===== config.mk =====
export PLATFORM = sky130hd
export DESIGN_NAME = loop_sequencer
export DESIGN_NICKNAME = d
export VERILOG_FILES = /design/src/rtl/loop_seq_pkg.sv /design/src/rtl/loop_decode.sv /design/src/rtl/loop_ctrl.sv /design/src/rtl/loop_regs.sv /design/src/rtl/loop_sequencer.sv
export SDC_FILE = /design/constraint.sdc
export NUM_CORES = 1
export LEC_CHECK = 0
export ABC_CLOCK_PERIOD_IN_PS = 4930
export BUFFER_PORTS_ARGS = -buffer_cell sky130_fd_sc_hd__buf_2
export CAP_MARGIN = 0
export CELL_PAD_IN_SITES_DETAIL_PLACEMENT = 1
export CELL_PAD_IN_SITES_GLOBAL_PLACEMENT = 1
export CORE_ASPECT_RATIO = 1.5
export CORE_MARGIN = 2
export CORE_UTILIZATION = 48
export CTS_CLUSTER_DIAMETER = 30
export DETAILED_ROUTE_END_ITERATION = 16
export PLACE_DENSITY_LB_ADDON = 0.1
export SYNTH_ARGS = -nofsm -noshare
export SYNTH_HDL_FRONTEND = slang
export SYNTH_HIERARCHICAL = 1
export SYNTH_SLANG_ARGS = --single-unit

===== constraint.sdc =====
create_clock -name clk -period 4.93 [get_ports clk]
set_input_delay 0.493 -clock clk [delete_from_list [all_inputs] [get_ports clk]]
set_output_delay 0.493 -clock clk [all_outputs]
set_load 0.02 [all_outputs]

===== src/rtl/loop_seq_pkg.sv =====
// Package: shared constants for the loop sequencer.
// Assumes a 16-bit instruction word with the loop opcode in the top five bits.
package loop_seq_pkg;
    localparam int unsigned OPC_W    = 5;
    localparam int unsigned NI_W     = 4;
    localparam int unsigned K_W      = 7;
    localparam int unsigned INSTR_W  = OPC_W + NI_W + K_W;
    localparam logic [OPC_W-1:0] LOOP_OPC = 5'h0E;
endpackage


===== src/rtl/loop_decode.sv =====
// Module: loop_decode
// Splits an instruction word into its loop-form flags and fields.
// Assumes the opcode is in the top bits, then the body length, then the pass count.
module loop_decode
    import loop_seq_pkg::*;
(
    input  logic [INSTR_W-1:0] instr,
    output logic               is_capture,
    output logic               is_replay,
    output logic [NI_W-1:0]    body_len,
    output logic [K_W-1:0]     pass_cnt
);
    logic [OPC_W-1:0] opc;

    // Field extraction and form selection
    always_comb begin
        opc        = instr[INSTR_W-1 -: OPC_W];
        body_len   = instr[K_W +: NI_W];
        pass_cnt   = instr[K_W-1:0];
        is_capture = (opc == LOOP_OPC) && (body_len != '0);
        is_replay  = (opc == LOOP_OPC) && (body_len == '0);
    end
endmodule


===== src/rtl/loop_ctrl.sv =====
// Module: loop_ctrl
// Combinational next-address selection and action strobes for the loop sequencer.
// Assumes no loop nesting: loop words inside a body are not checked for the body end.
module loop_ctrl #(
    parameter int unsigned ADDR_W = 16,
    parameter int unsigned CNT_W  = 7
) (
    input  logic [ADDR_W-1:0] pc,
    input  logic              is_capture,
    input  logic              is_replay,
    input  logic [ADDR_W-1:0] start_q,
    input  logic [ADDR_W-1:0] end_q,
    input  logic [CNT_W-1:0]  cnt_q,
    input  logic [ADDR_W-1:0] resume_q,
    input  logic              active_q,
    output logic [ADDR_W-1:0] next_pc,
    output logic [1:0]        cycles,
    output logic              act_capture,
    output logic              act_replay,
    output logic              act_wrap,
    output logic              act_done
);
    localparam logic [ADDR_W-1:0] INV = '1;

    logic [ADDR_W-1:0] lin_pc;
    logic              at_end;

    // Decide the action for this instruction
    always_comb begin
        lin_pc      = pc + ADDR_W'(1);
        act_capture = is_capture;
        act_replay  = is_replay && (start_q != INV);
        at_end      = active_q && !is_capture && !is_replay && (lin_pc == end_q);
        act_wrap    = at_end && (cnt_q != '0);
        act_done    = at_end && (cnt_q == '0);
    end

    // Select the next fetch address and the cycle count
    always_comb begin
        if (act_replay || act_wrap)
            next_pc = start_q;
        else if (act_done && (resume_q != INV))
            next_pc = resume_q;
        else
            next_pc = lin_pc;
        cycles = act_replay ? 2'd2 : 2'd1;
    end
endmodule


===== src/rtl/loop_regs.sv =====
// Module: loop_regs
// Holds the captured body bounds, the remaining pass count, the resume address and the active flag.
// Assumes at most one action strobe is high per cycle; updates only when step_en is high.
module loop_regs #(
    parameter int unsigned ADDR_W = 16,
    parameter int unsigned NI_W   = 4,
    parameter int unsigned CNT_W  = 7
) (
    input  logic              clk,
    input  logic              rst_n,
    input  logic              step_en,
    input  logic [ADDR_W-1:0] pc,
    input  logic [NI_W-1:0]   body_len,
    input  logic [CNT_W-1:0]  pass_cnt,
    input  logic              act_capture,
    input  logic              act_replay,
    input  logic              act_wrap,
    input  logic              act_done,
    output logic [ADDR_W-1:0] start_q,
    output logic [ADDR_W-1:0] end_q,
    output logic [CNT_W-1:0]  cnt_q,
    output logic [ADDR_W-1:0] resume_q,
    output logic              active_q
);
    localparam logic [ADDR_W-1:0] INV = '1;

    logic [CNT_W-1:0] cnt_load;

    // Remaining wraps: K-1, with K=0 treated as a single pass
    always_comb cnt_load = (pass_cnt == '0) ? '0 : pass_cnt - CNT_W'(1);

    // Loop state update
    always_ff @(posedge clk) begin
        if (!rst_n) begin
            start_q  <= INV;
            end_q    <= INV;
            cnt_q    <= '0;
            resume_q <= INV;
            active_q <= 1'b0;
        end else if (step_en) begin
            if (act_capture) begin
                start_q  <= pc + ADDR_W'(1);
                end_q    <= pc + ADDR_W'(body_len) + ADDR_W'(1);
                cnt_q    <= cnt_load;
                resume_q <= INV;
                active_q <= 1'b1;
            end else if (act_replay) begin
                cnt_q    <= cnt_load;
                resume_q <= pc + ADDR_W'(1);
                active_q <= 1'b1;
            end else if (act_wrap) begin
                cnt_q    <= cnt_q - CNT_W'(1);
            end else if (act_done) begin
                resume_q <= INV;
                active_q <= 1'b0;
            end
        end
    end

    p_reset_state_r1: assert property (@(posedge clk)
        !rst_n |=> (!active_q && cnt_q == '0 && start_q == INV && resume_q == INV));

    p_capture_bounds_r2: assert property (@(posedge clk) disable iff (!rst_n)
        (step_en && act_capture) |=> (start_q == $past(pc) + ADDR_W'(1) && active_q));

    p_wrap_decrement_r4: assert property (@(posedge clk) disable iff (!rst_n)
        (step_en && act_wrap) |=> (cnt_q == $past(cnt_q) - CNT_W'(1)));

    p_done_release_r7: assert property (@(posedge clk) disable iff (!rst_n)
        (step_en && act_done) |=> (!active_q && resume_q == INV));

    p_stall_hold_r8: assert property (@(posedge clk) disable iff (!rst_n)
        !step_en |=> ($stable(cnt_q) && $stable(active_q) && $stable(start_q)));
endmodule


===== src/rtl/loop_sequencer.sv =====
// Module: loop_sequencer
// Next-address sequencer for a zero-overhead loop instruction with capture and replay forms.
// Assumes step_en marks completion of the instruction on instr/pc; loops do not nest.
module loop_sequencer
    import loop_seq_pkg::*;
#(
    parameter int unsigned ADDR_W = 16
) (
    input  logic               clk,
    input  logic               rst_n,
    input  logic               step_en,
    input  logic [INSTR_W-1:0] instr,
    input  logic [ADDR_W-1:0]  pc,
    output logic [ADDR_W-1:0]  next_pc,
    output logic [1:0]         cycles,
    output logic               loop_active
);
    localparam logic [ADDR_W-1:0] INV = '1;

    logic              is_capture, is_replay;
    logic [NI_W-1:0]   body_len;
    logic [K_W-1:0]    pass_cnt;
    logic [ADDR_W-1:0] start_q, end_q, resume_q;
    logic [K_W-1:0]    cnt_q;
    logic              active_q;
    logic              act_capture, act_replay, act_wrap, act_done;

    loop_decode u_decode (
        .instr      (instr),
        .is_capture (is_capture),
        .is_replay  (is_replay),
        .body_len   (body_len),
        .pass_cnt   (pass_cnt)
    );

    loop_ctrl #(.ADDR_W(ADDR_W), .CNT_W(K_W)) u_ctrl (
        .pc          (pc),
        .is_capture  (is_capture),
        .is_replay   (is_replay),
        .start_q     (start_q),
        .end_q       (end_q),
        .cnt_q       (cnt_q),
        .resume_q    (resume_q),
        .active_q    (active_q),
        .next_pc     (next_pc),
        .cycles      (cycles),
        .act_capture (act_capture),
        .act_replay  (act_replay),
        .act_wrap    (act_wrap),
        .act_done    (act_done)
    );

    loop_regs #(.ADDR_W(ADDR_W), .NI_W(NI_W), .CNT_W(K_W)) u_regs (
        .clk         (clk),
        .rst_n       (rst_n),
        .step_en     (step_en),
        .pc          (pc),
        .body_len    (body_len),
        .pass_cnt    (pass_cnt),
        .act_capture (act_capture),
        .act_replay  (act_replay),
        .act_wrap    (act_wrap),
        .act_done    (act_done),
        .start_q     (start_q),
        .end_q       (end_q),
        .cnt_q       (cnt_q),
        .resume_q    (resume_q),
        .active_q    (active_q)
    );

    // Status output
    always_comb loop_active = active_q;

    p_replay_jump_r3: assert property (@(posedge clk) disable iff (!rst_n)
        (is_replay && start_q != INV) |-> (next_pc == start_q && cycles == 2'd2));

    p_idle_linear_r8: assert property (@(posedge clk) disable iff (!rst_n)
        (!active_q && !(is_replay && start_q != INV)) |-> (next_pc == pc + ADDR_W'(1)));

    p_single_action_r4: assert property (@(posedge clk) disable iff (!rst_n)
        $onehot0({act_capture, act_replay, act_wrap, act_done}));
endmodule


==> impl_metrics.ini <==
[placed_design]
io_buffers = 53
pre_cts_ws_ns = 0.602
gp_congestion = 0.956
dp_hpwl_mm = 12.3

[clocking]
cts_tree = done
cts_setup_buffers = 0
hold_buffers = 0
cts.reportedPaths.clkPinSlew_ns = 0.07
numCtsBuffers = 5
root_buffer = clkbuf_16
clock_sinks = 56
clock_path_buffers = 2
cts-resized-gates = 0
htree_levels = 2
clock_latency_ns = 0.30

[job]
cap_violations = 0

[timing]
finClkSkew_ns = 0.00851
fin_crit_sh_pct = 89.6
period_needed_ns = 4.42
rsz0062_at_grt = false
setup_viol = 0
max_freq_mhz = 227
max_slew_margin_pct = 27.2
tightest_slew_ns = 1.08
hold_violations = 0
tns_ns = 0
worst_slack_ns = 0.515
slew_viol_final = 0

[die]
die_w_um = 85.2
die_area_mm2 = 0.0107
start_util_pct = 49.2
io_pins = 54
coreArea_mm2 = 0.00963
die_height_um = 126
core.rowCount = 44

[synth]
synth-edff-count = 0
synth_area_mm2 = 0.00474
synthTopCellsByArea = dfxtp_1 24%, xnor2_1 4.8%, nor3_1 3.5%
seq_area_frac_synth_pct = 23.6
synth.avg_cell_area_um2 = 8.25
synth_seq_cells = 56
yosys.area.top_type_share_pct = 23.6
synth-main-ff-cell = dfxtp_1
synth_warnings = 6
synthCells = 575
async_reset_ff_share_pct = 0
synth.net_count = 620
synth.largest_area_cell = dfxtp_1
synth.distinct_cells = 88

[finish]
drive_above_1_share_pct = 17.3
nets = 631
nFillCells = 1200
n_antenna_cell = 0
syn_to_final_growth_pct = 4.56

[detailed_routing]
viasPerCell = 6.84
final_antenna_net_count = 0
wl_per_cell_um = 23.6
dr.pass1.iters = 4
via_count = 4779
drt-total-wl_mm = 16.5
drt_iter0_markers = 319
drc = 0

[hold_path]
min_path_type = reg2reg

[setup_path]
crit_buf_inv = 2
crit_family = compound AO/OA/AOI/OAI gates
cp.required_ns = 4.44
max_stage_delay_ns = 0.61
critPathLaunchType = primary input
critical_path_class = in2out
crit_fanout = 32
path_cells = buf_2 -> ha_1 -> nand4_4 -> nor4_1 -> xor2_1 -> a221oi_2 -> nand4_4 -> o21ai_4 -> a32o_1 -> buf_2
end_kind = primary output
crit_path_top_delay_cell = o21ai_4
cp.arrival_ns = 3.92

[global_routing]
grt_pass1_wl_mm = 26.3
grt_overflow = 0
grt_use_total_pct = 30.8
grt_pass1_vias = 4795
grt_start_max_net_pins = 42
antenna_found_initial = 0

[run_status]
outcome = completed

[power_and_ir_drop]
ir_drop_mv = 0.119
p_per_area_mw_per_mm2 = 207
p_leak_nw = 1.86
power by group:
part	internal (W)	total (W)	switching [W]
sequential	0.000455	0.000459	0.00000346
combinational	0.0000751	0.000218	0.000143
clock	0.000181	0.000350	0.000169
total	0.000711	0.00103	0.000316
worst paths after layout:
check,startpoint,slack (ns),to,cells after the start
max,pc[0],0.51,next_pc[8],10
min,u_regs/end_q[1],0.49,u_regs/end_q[1],2
max reg2reg,u_regs/end_q[3],1.67,u_regs/resume_q[15],10
min reg2reg,u_regs/end_q[1],0.49,u_regs/end_q[1],2
cell usage after synthesis, drive strengths merged, types with 15 or more instances:
cell and instances:
a21o 16, a21oi 22, a32o 15, buf 36, clkbuf 17, dfxtp 56
inv 20, nand2 40, nand3 27, nand4 24, nor2 23, nor3 36
o21ai 27, xnor2 26
through the flow:
stage          power [W]  cells  utilization (%)  cell area, µm²  hold WS (ns)
2_1_floorplan   0.000618    575                -            4740         0.460
3_3_place_gp    0.000679    694             50.2            4830         0.479
3_5_place_dp    0.000683    694             50.2            4830         0.480
4_1_cts          0.00103    699             51.5            4960         0.491
5_1_grt          0.00106    699             51.5            4960         0.506
6_report         0.00103    699             51.5            4960         0.490
flip-flops by register name, summed over array words and instances (netlist names):
| name | count |
|---|---|
| u_regs/active_q | 1 |
| u_regs/resume_q | 16 |
| u_regs/cnt_q | 7 |
| u_regs/end_q | 16 |
| u_regs/start_q | 16 |
placed cells by master (no fill, tap or decap), drive strengths merged, types with 9 or more instances in the layout:
| cell | count |
|---|---|
| ha | 9 |
| nand4 | 24 |
| o211ai | 11 |
| dfxtp | 56 |
| xnor2 | 26 |
| o21ai | 27 |
| a21o | 16 |
| nand2 | 40 |
| xor2 | 14 |
| buf | 58 |
| nor2 | 23 |
| nor3 | 36 |
| inv | 20 |
| and3 | 9 |
| a32o | 15 |
| nor4 | 14 |
| a21oi | 22 |
| nand3 | 27 |
final cells by class:
type / instances / area, µm² / area share [%]
tap: 115 / 144 / 2.90
clock buffer: 5 / 125 / 2.52
inverter: 20 / 75.1 / 1.51
sequential: 56 / 1120 / 22.6
timing repair buffer: 58 / 303 / 6.10
multi-input combinational: 445 / 3190 / 64.4
tightest hold or removal path, stage by stage (launching register included):
cell	delay (ns)
dfxtp_1	0.33
nand2_1	0.06
nand3_1	0.06
metal layers:
layer	up-vias	part of all wire, %	GRT usage (%)
met4	0	4.4	13.4
met3	43	4.1	3.01
met2	177	51	53.7
met5	-	0	0
met1	2353	40	37.9
li1	2206	-	-
cells by family after synthesis:
kind of cell	count (synthesis)	synth area share [%]
adder cells (fa/ha/maj)	10	2.80
buffers and inverters	74	9.55
AND/OR/NAND/NOR	223	28.6
XOR/XNOR	41	7.97
multiplexers	2	0.527
AO/OA/AOI/OAI	169	27.0
flip-flops	56	23.6
Note: power is estimated with default switching activity, not from simulation.
